File: src/rtl/can_flt_pkg.sv
package can_flt_pkg;
  localparam int unsigned CF_NBUF = 16;
  localparam int unsigned CF_IDW  = 29;
  localparam int unsigned CF_STDW = 11;
  localparam int unsigned CF_EXTW = CF_IDW - CF_STDW;
  localparam int unsigned CF_IDXW = $clog2(CF_NBUF);
  localparam int unsigned CF_PRIV_A = CF_NBUF - 2;
  localparam int unsigned CF_PRIV_B = CF_NBUF - 1;

  typedef enum logic [1:0] {
    MSEL_GLOBAL = 2'd0,
    MSEL_PRIV_A = 2'd1,
    MSEL_PRIV_B = 2'd2,
    MSEL_TYPE   = 2'd3
  } msel_e;

  // Bits of the identifier that take part in the compare for a mask type.
  function automatic logic [CF_IDW-1:0] f_scope(input logic ext_mode);
    return ext_mode ? {CF_IDW{1'b1}} : {{CF_STDW{1'b1}}, {CF_EXTW{1'b0}}};
  endfunction

  // Identifier agreement under a mask restricted to a scope.
  function automatic logic f_id_match(input logic [CF_IDW-1:0] prog,
                                      input logic [CF_IDW-1:0] inc,
                                      input logic [CF_IDW-1:0] mask,
                                      input logic [CF_IDW-1:0] scope);
    return ((prog ^ inc) & mask & scope) == '0;
  endfunction

  // Index of the lowest set bit, zero for an empty vector.
  function automatic logic [CF_IDXW-1:0] f_lowest(input logic [CF_NBUF-1:0] v);
    logic [CF_IDXW-1:0] r;
    r = '0;
    for (int i = CF_NBUF - 1; i >= 0; i--) begin
      if (v[i]) r = CF_IDXW'(i);
    end
    return r;
  endfunction
endpackage

File: src/rtl/can_flt_cfg.sv
module can_flt_cfg
  import can_flt_pkg::*;
(
  input  logic                    clk,
  input  logic                    rst_n,
  input  logic                    buf_we,
  input  logic [CF_IDXW-1:0]      buf_addr,
  input  logic [CF_IDW-1:0]       buf_id,
  input  logic                    buf_ext,
  input  logic                    buf_en,
  input  logic                    msk_we,
  input  logic [1:0]              msk_sel,
  input  logic [CF_IDW-1:0]       msk_val,
  output logic [CF_NBUF*CF_IDW-1:0] id_flat,
  output logic [CF_NBUF-1:0]      ext_vec,
  output logic [CF_NBUF-1:0]      en_vec,
  output logic [CF_IDW-1:0]       gmask,
  output logic [CF_IDW-1:0]       pmask_a,
  output logic [CF_IDW-1:0]       pmask_b,
  output logic                    ext_mode
);
  msel_e sel;
  assign sel = msel_e'(msk_sel);

  for (genvar b = 0; b < CF_NBUF; b++) begin : g_buf
    logic wr_here;
    assign wr_here = buf_we && (buf_addr == CF_IDXW'(b));
    always_ff @(posedge clk or negedge rst_n) begin
      if (!rst_n) begin
        id_flat[b*CF_IDW +: CF_IDW] <= '0;
        ext_vec[b]                  <= 1'b0;
        en_vec[b]                   <= 1'b0;
      end else if (wr_here) begin
        id_flat[b*CF_IDW +: CF_IDW] <= buf_id;
        ext_vec[b]                  <= buf_ext;
        en_vec[b]                   <= buf_en;
      end
    end
  end

  always_ff @(posedge clk or negedge rst_n) begin
    if (!rst_n) begin
      gmask    <= '0;
      pmask_a  <= '0;
      pmask_b  <= '0;
      ext_mode <= 1'b0;
    end else if (msk_we) begin
      case (sel)
        MSEL_GLOBAL: gmask    <= msk_val;
        MSEL_PRIV_A: pmask_a  <= msk_val;
        MSEL_PRIV_B: pmask_b  <= msk_val;
        MSEL_TYPE:   ext_mode <= msk_val[0];
        default:     ext_mode <= ext_mode;
      endcase
    end
  end
endmodule

File: src/rtl/can_flt_cmp.sv
module can_flt_cmp
  import can_flt_pkg::*;
(
  input  logic [CF_NBUF*CF_IDW-1:0] id_flat,
  input  logic [CF_NBUF-1:0]      ext_vec,
  input  logic [CF_NBUF-1:0]      en_vec,
  input  logic [CF_IDW-1:0]       gmask,
  input  logic [CF_IDW-1:0]       pmask_a,
  input  logic [CF_IDW-1:0]       pmask_b,
  input  logic                    ext_mode,
  input  logic [CF_IDW-1:0]       frame_id,
  input  logic                    frame_ide,
  output logic [CF_NBUF-1:0]      hit_raw
);
  logic [CF_IDW-1:0] scope;
  assign scope = f_scope(ext_mode);

  for (genvar b = 0; b < CF_NBUF; b++) begin : g_cmp
    logic [CF_IDW-1:0] mask_b;
    if (b == CF_PRIV_A) begin : g_pa
      assign mask_b = pmask_a;
    end else if (b == CF_PRIV_B) begin : g_pb
      assign mask_b = pmask_b;
    end else begin : g_gl
      assign mask_b = gmask;
    end
    logic type_ok, id_ok;
    assign type_ok = (ext_vec[b] == frame_ide);
    assign id_ok   = f_id_match(id_flat[b*CF_IDW +: CF_IDW], frame_id, mask_b, scope);
    assign hit_raw[b] = en_vec[b] && type_ok && id_ok;
  end
endmodule

File: src/rtl/can_flt_prio.sv
module can_flt_prio
  import can_flt_pkg::*;
(
  input  logic [CF_NBUF-1:0] vec,
  output logic               any,
  output logic [CF_IDXW-1:0] idx
);
  assign any = |vec;
  assign idx = f_lowest(vec);
endmodule

File: src/rtl/can_accept_filter.sv
module can_accept_filter
  import can_flt_pkg::*;
(
  input  logic                 clk,
  input  logic                 rst_n,
  input  logic                 buf_we,
  input  logic [CF_IDXW-1:0]   buf_addr,
  input  logic [CF_IDW-1:0]    buf_id,
  input  logic                 buf_ext,
  input  logic                 buf_en,
  input  logic                 msk_we,
  input  logic [1:0]           msk_sel,
  input  logic [CF_IDW-1:0]    msk_val,
  input  logic                 frame_stb,
  input  logic [CF_IDW-1:0]    frame_id,
  input  logic                 frame_ide,
  output logic                 hit_valid,
  output logic [CF_NBUF-1:0]   hit_vec,
  output logic                 hit_any,
  output logic [CF_IDXW-1:0]   hit_idx
);
  logic [CF_NBUF*CF_IDW-1:0] id_flat;
  logic [CF_NBUF-1:0]        ext_vec, en_vec, hit_raw, hit_gated;
  logic [CF_IDW-1:0]         gmask, pmask_a, pmask_b;
  logic                      ext_mode;
  logic                      any_c;
  logic [CF_IDXW-1:0]        idx_c;

  can_flt_cfg u_cfg (
    .clk(clk), .rst_n(rst_n),
    .buf_we(buf_we), .buf_addr(buf_addr), .buf_id(buf_id),
    .buf_ext(buf_ext), .buf_en(buf_en),
    .msk_we(msk_we), .msk_sel(msk_sel), .msk_val(msk_val),
    .id_flat(id_flat), .ext_vec(ext_vec), .en_vec(en_vec),
    .gmask(gmask), .pmask_a(pmask_a), .pmask_b(pmask_b), .ext_mode(ext_mode)
  );

  can_flt_cmp u_cmp (
    .id_flat(id_flat), .ext_vec(ext_vec), .en_vec(en_vec),
    .gmask(gmask), .pmask_a(pmask_a), .pmask_b(pmask_b), .ext_mode(ext_mode),
    .frame_id(frame_id), .frame_ide(frame_ide), .hit_raw(hit_raw)
  );

  assign hit_gated = frame_stb ? hit_raw : '0;

  can_flt_prio u_prio (.vec(hit_gated), .any(any_c), .idx(idx_c));

  always_ff @(posedge clk or negedge rst_n) begin
    if (!rst_n) begin
      hit_valid <= 1'b0;
      hit_vec   <= '0;
      hit_any   <= 1'b0;
      hit_idx   <= '0;
    end else begin
      hit_valid <= frame_stb;
      hit_vec   <= hit_gated;
      hit_any   <= any_c;
      hit_idx   <= idx_c;
    end
  end
endmodule

File: config.mk
export PLATFORM = sky130hd
export DESIGN_NAME = can_accept_filter
export DESIGN_NICKNAME = d
export VERILOG_FILES = /design/src/rtl/can_flt_pkg.sv /design/src/rtl/can_flt_cfg.sv /design/src/rtl/can_flt_cmp.sv /design/src/rtl/can_flt_prio.sv /design/src/rtl/can_accept_filter.sv
export SDC_FILE = /design/constraint.sdc
export NUM_CORES = 1
export LEC_CHECK = 0
export BUFFER_PORTS_ARGS = -buffer_cell sky130_fd_sc_hd__buf_4
export CORE_MARGIN = 2
export CORE_UTILIZATION = 25
export CTS_CLUSTER_DIAMETER = 200
export DETAILED_ROUTE_END_ITERATION = 16
export RECOVER_POWER = 100
export SLEW_MARGIN = 20
export SYNTH_ARGS = -nofsm -noshare
export SYNTH_HDL_FRONTEND = slang
export SYNTH_HIERARCHICAL = 1
export SYNTH_SLANG_ARGS = --single-unit
File: constraint.sdc
create_clock -name clk -period 2.5 [get_ports clk]
set_clock_uncertainty 0.1 [all_clocks]
set_input_delay 0.5 -clock clk [delete_from_list [all_inputs] [get_ports clk]]
set_output_delay 0.5 -clock clk [all_outputs]
set_load 0.005 [all_outputs]
* Word level (Yosys, flattened, before mapping)
Cells that the tools add are included.
Word-level totals: register bits 606, input bits 101, output and inout bits 22, logic and storage cells 227
Operators by class: mux-type cells 18, eq/ne operators 34, bitwise operators 48, reduce and logical (&&, ||, !) cells 71
Operator list (number):
- AND 29 bit | 32
- zero test 29 bit | 16
- bitwise XOR 29 bit | 16
- two-way mux 4 bit | 16
- logical AND 1 bit | 48
- equality test 4 bit (second input constant) | 8
- two-way mux 18 bit | 1
- equality test 1 bit | 16
- equality test 4 x 3 -> 1 bit (second input constant) | 4
- two-way mux 16 bit | 1
- OR reduction 16 bit | 1
- equality test 4 x 2 -> 1 bit (second input constant) | 2
- AND reduction 2 bit | 4
- equality test 2 bit (second input constant) | 2
- equality test 4 x 1 -> 1 bit (second input constant) | 1
- zero test 4 bit | 1
- equality test 2 x 1 -> 1 bit (second input constant) | 1
- zero test 2 bit | 1

* Depth between registers and ports, before layout
Gate-level depths: netlist of the first run.
depth in word-level cells 22, mapped depth 12, gate-level depth less buffers 10

* Cells and area by module
Netlist of the first run, hierarchy kept.
By module, submodules not included:
- can_flt_cfg | times used 1, seq. area each 14614.0 sq um, area each 22166.3 sq um, cells each 1288
- can_flt_cmp | times used 1, seq. area each 0.0 sq um, area each 7209.4 sq um, cells each 891
- can_accept_filter | times used 1, seq. area each 550.5 sq um, area each 676.9 sq um, cells each 39
- can_flt_prio | times used 1, seq. area each 0.0 sq um, area each 176.4 sq um, cells each 34

* Worst setup path after synthesis of the first run
Ideal clock, no wire load.
path type input to register, start point input port frame_id[5], end point register hit_any, stages on the path 11, setup slack -64 ps, required time 2269 ps, arrival time 2332 ps, buffers on the path 2, setup time 131 ps, cells stage by stage buf_2 buf_4 xor2_1 a22oi_1 and3_1 nand4_1 a211oi_1 and2_2 nor4_2 nand3_1 or3_1
On the way: cells in the longest elaborated chain, start to end 7, elaborated cells between the ends (all ways) 82, those cells by class 1 x mux; 48 x bitwise; 33 x reduce/logical
RTL lines:
- start: declaration | line can_accept_filter.sv:15 | input logic [CF_IDW-1:0] frame_id,
- bitwise XOR 29 bit | line can_flt_pkg.sv:27 | return ((prog ^ inc) & mask & scope) == '0;
- AND 29 bit (2 in series) | line can_flt_pkg.sv:27
- zero test 29 bit | line can_flt_pkg.sv:27
- logical AND 1 bit | line can_flt_cmp.sv:30 | assign hit_raw[b] = en_vec[b] && type_ok && id_ok;
- net hit_raw[4] | line can_accept_filter.sv:23 | logic [CF_NBUF-1:0] ext_vec, en_vec, hit_raw, hit_gated;
- two-way mux 16 bit | line can_accept_filter.sv:44 | assign hit_gated = frame_stb ? hit_raw : '0;
- net hit_gated[4] | line can_accept_filter.sv:23
- OR reduction 16 bit | line can_flt_prio.sv:8 | assign any = |vec;
- net any_c | line can_accept_filter.sv:26 | logic any_c;
- end signal: assignment | line can_accept_filter.sv:57 | hit_any <= any_c;
- end: declaration | line can_accept_filter.sv:19 | output logic hit_any,
The timed path passes the listed nets, and every way through them passes these cells. A chain may end at the register's enable or synchronous reset.

* Worst setup path after layout of the first run
start point register u_cfg.id_flat[411], end point register hit_idx[1]
On the way: cells in the longest elaborated chain, start to end 21
RTL lines:
- start: declaration | line can_flt_cfg.sv:14 | output logic [CF_NBUF*CF_IDW-1:0] id_flat,
- start signal: indexed assignment | line can_flt_cfg.sv:34 | id_flat[b*CF_IDW +: CF_IDW] <= buf_id;
- bitwise XOR 29 bit | line can_flt_pkg.sv:27
- AND 29 bit (2 in series) | line can_flt_pkg.sv:27
- zero test 29 bit | line can_flt_pkg.sv:27
- logical AND 1 bit | line can_flt_cmp.sv:30
- net hit_raw[14] | line can_accept_filter.sv:23
- two-way mux 16 bit | line can_accept_filter.sv:44
- net hit_gated[14] | line can_accept_filter.sv:23
- two-way mux 4 bit (15 in series) | line can_flt_pkg.sv:35 | if (v[i]) r = CF_IDXW'(i);
- net idx_c[1] | line can_accept_filter.sv:27 | logic [CF_IDXW-1:0] idx_c;
- end signal: assignment | line can_accept_filter.sv:58 | hit_idx <= idx_c;
- end: declaration | line can_accept_filter.sv:20 | output logic [CF_IDXW-1:0] hit_idx
The timed path passes the listed nets, and every way through them passes these cells.

==> results of run 1 <==
-- cells by family after synthesis --
family                 count (synthesis)
XOR/XNOR                             480
flip-flops                           606
buffers and inverters                187
AND/OR/NAND/NOR                      145
AO/OA/AOI/OAI                        250
multiplexers                         584
-- state kept, by name (all words and copies together), names as in the netlist --
signal	cells
u_cfg/id_flat	464
u_cfg/pmask_b	29
hit_any	1
u_cfg/ext_mode	1
hit_valid	1
hit_vec	16
hit_idx	4
u_cfg/pmask_a	29
u_cfg/ext_vec	16
u_cfg/gmask	29
u_cfg/en_vec	16
-- metrics by stage --
step / setup TNS, ns / utilization, % / total power [uW]
2_1_floorplan: 0 / - / 18300
3_5_place_dp: -6.53 / 29.1 / 21700
6_report: -0.295 / 30.6 / 32200
4_1_cts: -0.0299 / 31.2 / 32600
5_1_grt: -6.05 / 30.6 / 33600
3_3_place_gp: -6.16 / 29.1 / 21500
-- placed cells by master (no fill, tap or decap), types with 27 or more instances in the layout --
cell type,netlist,routed
a22o_1,55,55
mux2_2,493,493
a221oi_1,51,34
xor2_1,464,459
buf_4,6,302
clkbuf_1,63,51
a22oi_1,114,109
nand4_1,41,41
clkbuf_16,0,71
dfrtp_1,606,593
mux2_1,1,84
buf_12,2,27
-- final timing paths --
| check | start | to | cells after the start |
|---|---|---|---|
| max | u_cfg/id_flat[411] | hit_idx[1] | 10 |
| min | msk_val[2] | u_cfg/pmask_a[2] | 2 |
| max reg2reg | u_cfg/id_flat[411] | hit_idx[1] | 10 |
| min reg2reg | u_cfg/en_vec[0] | u_cfg/en_vec[0] | 1 |
| max in group asynchronous | rst_n | u_cfg/pmask_b[21] | 3 |
| min in group asynchronous | rst_n | hit_valid | 2 |
-- per-layer routing --
layer	global-route usage [%]	part of all wire [%]	routed length, um
met2	23.5	44	42300
met3	3.66	5.8	5550
met5	0	0.082	78
met4	5.79	3.7	3510
met1	21.0	46	44100
-- cell type report --
type | instances | area (sq um) | share of cell area, %
clock buffers | 95 | 1960 | 5.33
multi-input cells | 1459 | 14000 | 38.1
clock inverters | 22 | 380 | 1.04
repair buffers | 400 | 3190 | 8.68
flip-flops and latches | 606 | 15200 | 41.3
inverters | 3 | 11.3 | 0.0307
well taps | 1612 | 2020 | 5.49
-- power breakdown --
group / switching, uW / leakage (uW) / internal [uW] / total, uW
combinational: 3730 / 0.00760 / 4150 / 7880
clock: 4170 / 0.00114 / 6500 / 10700
sequential: 1620 / 0.00741 / 12000 / 13600
-- worst max-delay path, delay by kind of cell, from the launching register on --
family,cells,cell delay (ns)
compound gates,5,1.19
flops,1,0.40
xor+xnor,1,0.18
simple gates,4,0.65
-- timing repair --
item | in CTS | in global routing
pin swaps | 17 | 1
gates cloned | 0 | 0
setup endpoints to repair | 7 | 5
buffers inserted | 3 | 3
resized for setup | 46 | 19
hold buffers | 2 | 0
hold endpoints to repair | 32 | 0
==> out/metrics.yaml, run 1 <==
routing:
  wirelength_mm: 95.5
  num_vias: 19400
  wl_per_cell_um: 22.7
  firstDrtPassIters: 5
  initialDrtViolationCount: 1250
  viasPerCell: 4.63
  drcViolationCount: 0
  ant_nets: 0
yosys:
  synth-xor-area-share_pct: 13.9
  yosys-top-cells-area: "dfrtp_1 (50%), mux2_2 (18%), xor2_1 (13%), mux2_4 (4.5%), a22oi_1 (2.8%)"
  synth_common_cells: "dfrtp_1 (606), mux2_2 (493), xor2_1 (464)"
  synth_top_cell_area_share_pct: 50.2
  netlist_instances: 2252
  synth_most_common_cell: "dfrtp_1"
  synth.mux.area_fraction_pct: 22.9
  async_reset_ff_share_pct: 100
  synth_top_family_by_area: "multiplexers"
  syn_nets: 2353
  synth_edf_count: 0
  synth_area_sq_mm: 0.0302
  yosys.area.top_type: "dfrtp_1"
  ys_ff_latch: 606
  yosysSeqAreaShare_pct: 50.2
  synth-simple-area-share_pct: 2.74
  synth-main-ff-cell: "dfrtp_1"
  synth_fa_ha_area_share_pct: 0
  synth_compound_area_share_pct: 6.75
  synth_warnings: 6
  avgSynthCellArea_sq_um: 13.4
  synth.distinct_cells: 41
grt:
  grt_remaining_overflow: 0
  grt_pass1_vias: 20200
  grt_pass1_wl_mm: 140
  grt_max_degree: 86
  antenna_found_initial: 10
  track_usage_pct: 15.4
status:
  status: "finished with violations"
  failed_checks: "max-capacitance violations, max-slew violations, negative setup slack"
sta:
  fmax_ghz: 0.384
  fin_crit_ns: 2.60
  slew_viol_final: 36
  rsz0062_at_grt: "true"
  hold_viol: 0
  timing.hold.ws_ns: 0.0577
  slew_headroom_pct: -1.16
  post-route-period-util_pct: 104
  setup_slack_ns: -0.102
  worstMarginPinSlew_ns: 1.52
  setup_viol: 5
critical_path:
  cp.required_ns: 2.93
  path_cells: "xor2_2 > a22o_1 > a221oi_2 > nand4_1 > a211oi_2 > and2_4 > nor2_2 > o31ai_1 > nand2_1 > a31oi_1"
  reg2reg_slack_ns: -0.10
  arrival_ns: 3.03
  start_kind: "register"
  cp_slowest_cell: "dfrtp_1"
  cp-end-kind: "register"
  worst-setup-path-type: "register to register"
  worstPathMaxFanout: 3
  max_stage_delay_ns: 0.40
placement:
  dpl.cell_count: 4074
  dp_slack_ns: -0.981
  place.gp.congestion: 0.847
  placed_cell_area_sq_mm: 0.0349
  portBuffers: 122
  post-dp-hpwl_mm: 67.1
die:
  rows: 127
  dieArea_sq_mm: 0.124
  design.core.area_sq_mm: 0.120
  die_width_um: 352
  die_h_um: 352
  start_util_pct: 25.2
  top_level_ports: 123
clock_tree:
  cts_tree: "yes"
  clk_pin_slew_ns: 0.06
  cts_buffers: 69
  clkLatencyLatePin_ns: 0.61
  h-tree-depth: 3
  clock_path_buffers: 3
  root_buffer: "clkbuf_16"
  cts_sinks: 606
final_layout:
  fin_area_sq_mm: 0.0367
  final_cells: 4197
  fin_nets: 2640
  drive_gt1_share_pct: 40.4
  fillers: 12200
  syn2layout_area_growth_pct: 21.5
  antenna-diode-count: 0
power_and_ir_drop:
  vdd_drop_max_v: 0.000549
  leakagePower_uw: 0.0162
  power_density_mw_per_mm2: 876
job:
  maxCapViolCount: 1
worst_hold_path:
  hp-class: "input pin to register"
Note: power is estimated with default switching activity, not from simulation.
==> run 2, diff against run 1 <==
==> constraint.sdc (replaced) <==
create_clock -name clk -period 2.72 [get_ports clk]
set_clock_uncertainty 0.1 [all_clocks]
set_input_delay 0.544 -clock clk [delete_from_list [all_inputs] [get_ports clk]]
set_output_delay 0.544 -clock clk [all_outputs]
set_load 0.005 [all_outputs]
==> run 2 against run 1 <==
Compared with the run above:
- the flow finishes with violations (negative setup slack)
- total power fell by 10%
- hold slack improved by 0.0086 ns
- global-route usage down 0.071 points
- wire length is 0.63% lower
- non-clock buffer count down 10
- flip-flop and latch count stayed put
- critical path type unchanged
==> out/metrics.yaml, run 2 (same netlist as run 1, synthesis figures left out) <==
die:
  start_util_pct: 25.2
  design.core.area_sq_mm: 0.120
  die_h_um: 352
  rows: 127
  dieArea_sq_mm: 0.124
  die_width_um: 352
  top_level_ports: 123
critical_path:
  worstPathMaxFanout: 3
  arrival_ns: 3.18
  reg2reg_slack_ns: -0.04
  cp.required_ns: 3.14
  start_kind: "register"
  r2r-start: "u_cfg/id_flat[415]"
  crit_start: "u_cfg/id_flat[415]"
  worst-setup-path-type: "register to register"
  cp-end-kind: "register"
routing:
  initialDrtViolationCount: 1289
  wl_per_cell_um: 22.6
  drcViolationCount: 0
  ant_nets: 0
  firstDrtPassIters: 5
  viasPerCell: 4.64
  num_vias: 19500
  wirelength_mm: 94.9
power_and_ir_drop:
  power_density_mw_per_mm2: 794
  combinationalPowerShare_pct: 24.0
  power_uw: 28900
  p_sw_share_pct: 30.1
  intPower_uw: 20200
  p_switching_uw: 8720
  seqPwrFrac_pct: 43.1
  vdd_drop_max_v: 0.000432
  leakagePower_uw: 0.0161
  pwr-share-clk_pct: 32.9
final_layout:
  syn2layout_area_growth_pct: 20.5
  fin_area_sq_mm: 0.0364
  layout_commonest_cell: "dfrtp_1"
  drive_gt1_share_pct: 40.2
  fin_nets: 2633
  largest_reg_flops: 464
  multiInputGateArea_sq_mm: 0.0139
  top_register: "u_cfg/id_flat"
  fillers: 12200
  ff_latch_area_sq_mm: 0.0152
  most-common-layout-cells: "dfrtp_1 (599), mux2_2 (493), xor2_1 (462)"
  utilization_pct: 30.4
job:
  maxCapViolCount: 0
sta:
  slew_viol_final: 0
  setup_slack_ns: -0.0351
  fin_crit_ns: 2.76
  worstMarginPinSlew_ns: 1.44
  slew_headroom_pct: 3.90
  timing.hold.ws_ns: 0.0662
  post-route-period-util_pct: 101
  fmax_ghz: 0.363
  rsz0062_at_grt: "true"
  hold_viol: 0
  setup_viol: 3
worst_hold_path:
  hp-class: "input pin to register"
  min_from: "msk_val[2]"
placement:
  dp_slack_ns: -0.718
  post-dp-hpwl_mm: 66.0
  portBuffers: 122
  placed_cell_area_sq_mm: 0.0347
  place.gp.congestion: 0.822
grt:
  grt_pass1_wl_mm: 141
  track_usage_pct: 15.3
  grt_remaining_overflow: 0
  grt_pass1_vias: 20400
  grt_max_degree: 73
  antenna_found_initial: 2
clock_tree:
  clkLatencyLatePin_ns: 0.63
  cts_tree: "yes"
  cts_buffers: 72
  h-tree-depth: 3
  cts_sinks: 606
  clk_pin_slew_ns: 0.05
  clock_path_buffers: 3
  root_buffer: "clkbuf_16"
status:
  status: "finished with violations"
  failed_checks: "negative setup slack"
-- run 2: cell count changes in the layout (fill, tap and decap cells not counted), moves of 7 or more --
cell | previous run | this run
clkbuf_1 | 51 | 35
buf_12 | 27 | 20
clkbuf_4 | 5 | 19
a221oi_1 | 34 | 43
bufinv_16 | 10 | 0
clkbuf_8 | 9 | 19
-- run 2: per-stage QoR --
stage | TNS (ns) | std cells
floorplan | 0 | 2252
detailed placement | -3.71 | 4070
CTS | -0.0881 | 4200
global route | -5.03 | 4199
global placement | -3.30 | 4070
finish | -0.0438 | 4200
-- run 2: cell type report --
cell class              instances  share of cell area, %
clock inverters                20                  0.433
diodes                          1                0.00687
repair buffers                390                   8.35
multi-input cells            1459                   38.0
flip-flops and latches        606                   41.6
well taps                    1612                   5.54
inverters                       3                 0.0309
clock buffers                 109                   5.96
-- run 2: power by group through the flow --
stage	clock network (uW)	registers, uW	logic, uW
floorplan	0	12200	4600
global placement	0	12600	7030
detailed placement	0	12600	7130
CTS	9740	12500	7190
global route	10100	12700	7450
finish	9520	12500	6940
-- run 2: worst paths after layout --
path                            cells past startpoint                  to
worst min register to register                      1    u_cfg/en_vec[15]
min in group asynchronous                           2   u_cfg/id_flat[61]
worst min-delay path                                2    u_cfg/pmask_b[2]
worst max register to register                     11          hit_idx[1]
worst max-delay path                               11          hit_idx[1]
max in group asynchronous                           3  u_cfg/id_flat[398]
-- run 2: metal layers --
metal  vias to the layer above  global-route usage [%]  share of wire (%)
met3                       135                    2.89                5.2
met1                     10300                    21.4                 47
met2                       466                    24.1                 45
met4                         2                    4.26                2.6
li1                       8582                       -                  -
met5                         -                       0              0.017
-- run 2: worst max-delay path, stage by stage, from the launching register on --
cell	delay (ns)
dfrtp_1	0.38
xor2_1	0.15
a22o_1	0.23
a221oi_2	0.26
nand4_1	0.38
buf_4	0.28
a211oi_2	0.17
and2_4	0.18
nor2_2	0.05
o31ai_2	0.17
nand2_1	0.09
a31oi_2	0.20
-- run 2: what timing repair did --
item,4_1_cts,5_1_grt
gates resized for setup,17,15
hold endpoints to repair,30,0
setup endpoints to repair,5,5
setup buffers,1,0
hold buffers,1,0
pin swaps,8,10
==> run 3, diff against run 2 <==
==> constraint.sdc (replaced) <==
create_clock -name clk -period 3.15 [get_ports clk]
set_clock_uncertainty 0.1 [all_clocks]
set_input_delay 0.63 -clock clk [delete_from_list [all_inputs] [get_ports clk]]
set_output_delay 0.63 -clock clk [all_outputs]
set_load 0.005 [all_outputs]
==> run 3 against run 2 <==
Compared with the run above:
- the run ends with max-capacitance violations, max-slew violations left
- maximum frequency down 8.4%
- first-iteration DRC count is 1.1% higher
- non-clock buffer count decreased by 114
- register-to-register slack better by 0.18 ns
- sequential power shrank 13%
- largest cell class unchanged
- largest power group unchanged
- highest routed layer is now met4
==> out/metrics.yaml, run 3 (same netlist as run 1, synthesis figures left out) <==
final_layout:
  drive_gt1_share_pct: 35.5
  layout_commonest_cell: "dfrtp_1"
  fin_nets: 2519
  final_cells: 4086
  utilization_pct: 29.4
  top_register: "u_cfg/id_flat"
  fillers: 12200
  most-common-layout-cells: "dfrtp_1 (606), mux2_2 (493), xor2_1 (464)"
  largest_reg_flops: 464
  syn2layout_area_growth_pct: 16.8
critical_path:
  crit_buf_inv: 2
  path_cells: "a22o_1 > a221oi_1 > buf_4 > nand4_1 > buf_4 > a211oi_1 > and2_1 > nor2_1 > nand2_1 > o21ai_0 > and3_1"
  start_kind: "register"
  cp_slowest_cell: "dfrtp_1"
  cp.required_ns: 3.55
  path_delay_family: "compound AO/OA/AOI/OAI gates"
  worstPathMaxFanout: 11
  worst-setup-path-type: "register to register"
  max_stage_delay_ns: 0.66
  path_common_cell: "buf_4"
  cp-end-kind: "register"
  arrival_ns: 3.41
sta:
  fin_crit_ns: 3.01
  fmax_ghz: 0.332
  post-route-period-util_pct: 95.5
  worstMarginPinSlew_ns: 1.90
  setup_slack_ns: 0.142
  timing.hold.ws_ns: 0.156
  hold_viol: 0
  slew_viol_final: 87
  slew_headroom_pct: -26.8
  rsz0062_at_grt: "false"
  setup_viol: 0
routing:
  initialDrtViolationCount: 1303
  ant_nets: 0
  wl_per_cell_um: 23.0
  wirelength_mm: 93.9
  num_vias: 19100
  drcViolationCount: 0
  firstDrtPassIters: 5
  viasPerCell: 4.68
grt:
  grt_pass1_vias: 20000
  grt_remaining_overflow: 0
  track_usage_pct: 15.2
  grt_max_degree: 88
  grt_pass1_wl_mm: 139
  antenna_found_initial: 8
placement:
  post-dp-hpwl_mm: 64.8
  dp_slack_ns: -0.304
  place.gp.congestion: 0.846
  portBuffers: 122
  dpl.cell_count: 3955
die:
  die_width_um: 352
  start_util_pct: 25.2
  design.core.area_sq_mm: 0.120
  rows: 127
  top_level_ports: 123
  dieArea_sq_mm: 0.124
  die_h_um: 352
worst_hold_path:
  hp-class: "input pin to register"
power_and_ir_drop:
  leakagePower_uw: 0.0154
  power_uw: 24800
  vdd_drop_max_v: 0.000361
  power_density_mw_per_mm2: 702
status:
  failed_checks: "max-capacitance violations, max-slew violations"
  status: "finished with violations"
clock_tree:
  clkLatencyLatePin_ns: 0.64
  cts_buffers: 72
  root_buffer: "clkbuf_16"
  clk_pin_slew_ns: 0.06
  h-tree-depth: 3
  post-cts-setup-buffers: 0
  cts_tree: "yes"
  cts_sinks: 606
  clock_path_buffers: 3
job:
  maxCapViolCount: 3
==> run 3: worst reg2reg max path, stage by stage, from the launching register on <==
cell      delay (ns)
dfrtp_1         0.66
a22o_1          0.35
a221oi_1        0.32
buf_4           0.22
nand4_1         0.12
buf_4           0.18
a211oi_1        0.31
and2_1          0.21
nor2_1          0.06
nand2_1         0.07
o21ai_0         0.07
and3_1          0.20
==> run 3: metrics by stage <==
| step | setup TNS (ns) | instance area, sq um |
|---|---|---|
| 2_1_floorplan | 0 | 30200 |
| 3_3_place_gp | -0.976 | 33700 |
| 3_5_place_dp | -0.965 | 33700 |
| 4_1_cts | 0 | 36100 |
| 5_1_grt | 0 | 35300 |
| 6_report | 0 | 35300 |
==> run 3: path summary, 6_finish.rpt <==
path,startpoint,endpoint,slack (ns),cells after the start
worst max-delay path,u_cfg/gmask[6],hit_idx[2],0.14,11
worst min-delay path,msk_val[22],u_cfg/pmask_b[22],0.16,2
worst max register to register,u_cfg/gmask[6],hit_idx[2],0.14,11
worst min register to register,u_cfg/en_vec[1],u_cfg/en_vec[1],0.40,1
max in group asynchronous,rst_n,u_cfg/gmask[25],0.42,4
min in group asynchronous,rst_n,u_cfg/pmask_b[2],0.84,2
==> run 3: power breakdown <==
part / internal (uW) / switching, uW
registers: 9500 / 1400
logic: 2860 / 2620
clock network: 4910 / 3480
total: 17300 / 7490
==> run 3: area by class of cell <==
class                   instances  area, sq um  share of cell area, %
diodes                          1         2.50                0.00709
well taps                    1612         2020                   5.71
flip-flops and latches        606        15200                   43.0
multi-input cells            1459        13700                   38.8
clock inverters                31          334                  0.946
clock buffers                  98         2040                   5.79
repair buffers                276         2040                   5.78
inverters                       3         11.3                 0.0319
==> run 3: routing by layer <==
| layer | part of all wire [%] | track usage [%] | routed length, um |
|---|---|---|---|
| met1 | 47 | 21.5 | 44400 |
| met2 | 45 | 23.2 | 41900 |
| met3 | 5.4 | 2.97 | 5090 |
| met4 | 2.7 | 4.91 | 2540 |
| met5 | 0 | 0 | 0 |
==> run 3: what timing repair did <==
action | CTS | global route
setup endpoints to repair | 0 | 2
hold endpoints to repair | 35 | 0
resized for setup | 0 | 2
hold buffers | 1 | 0
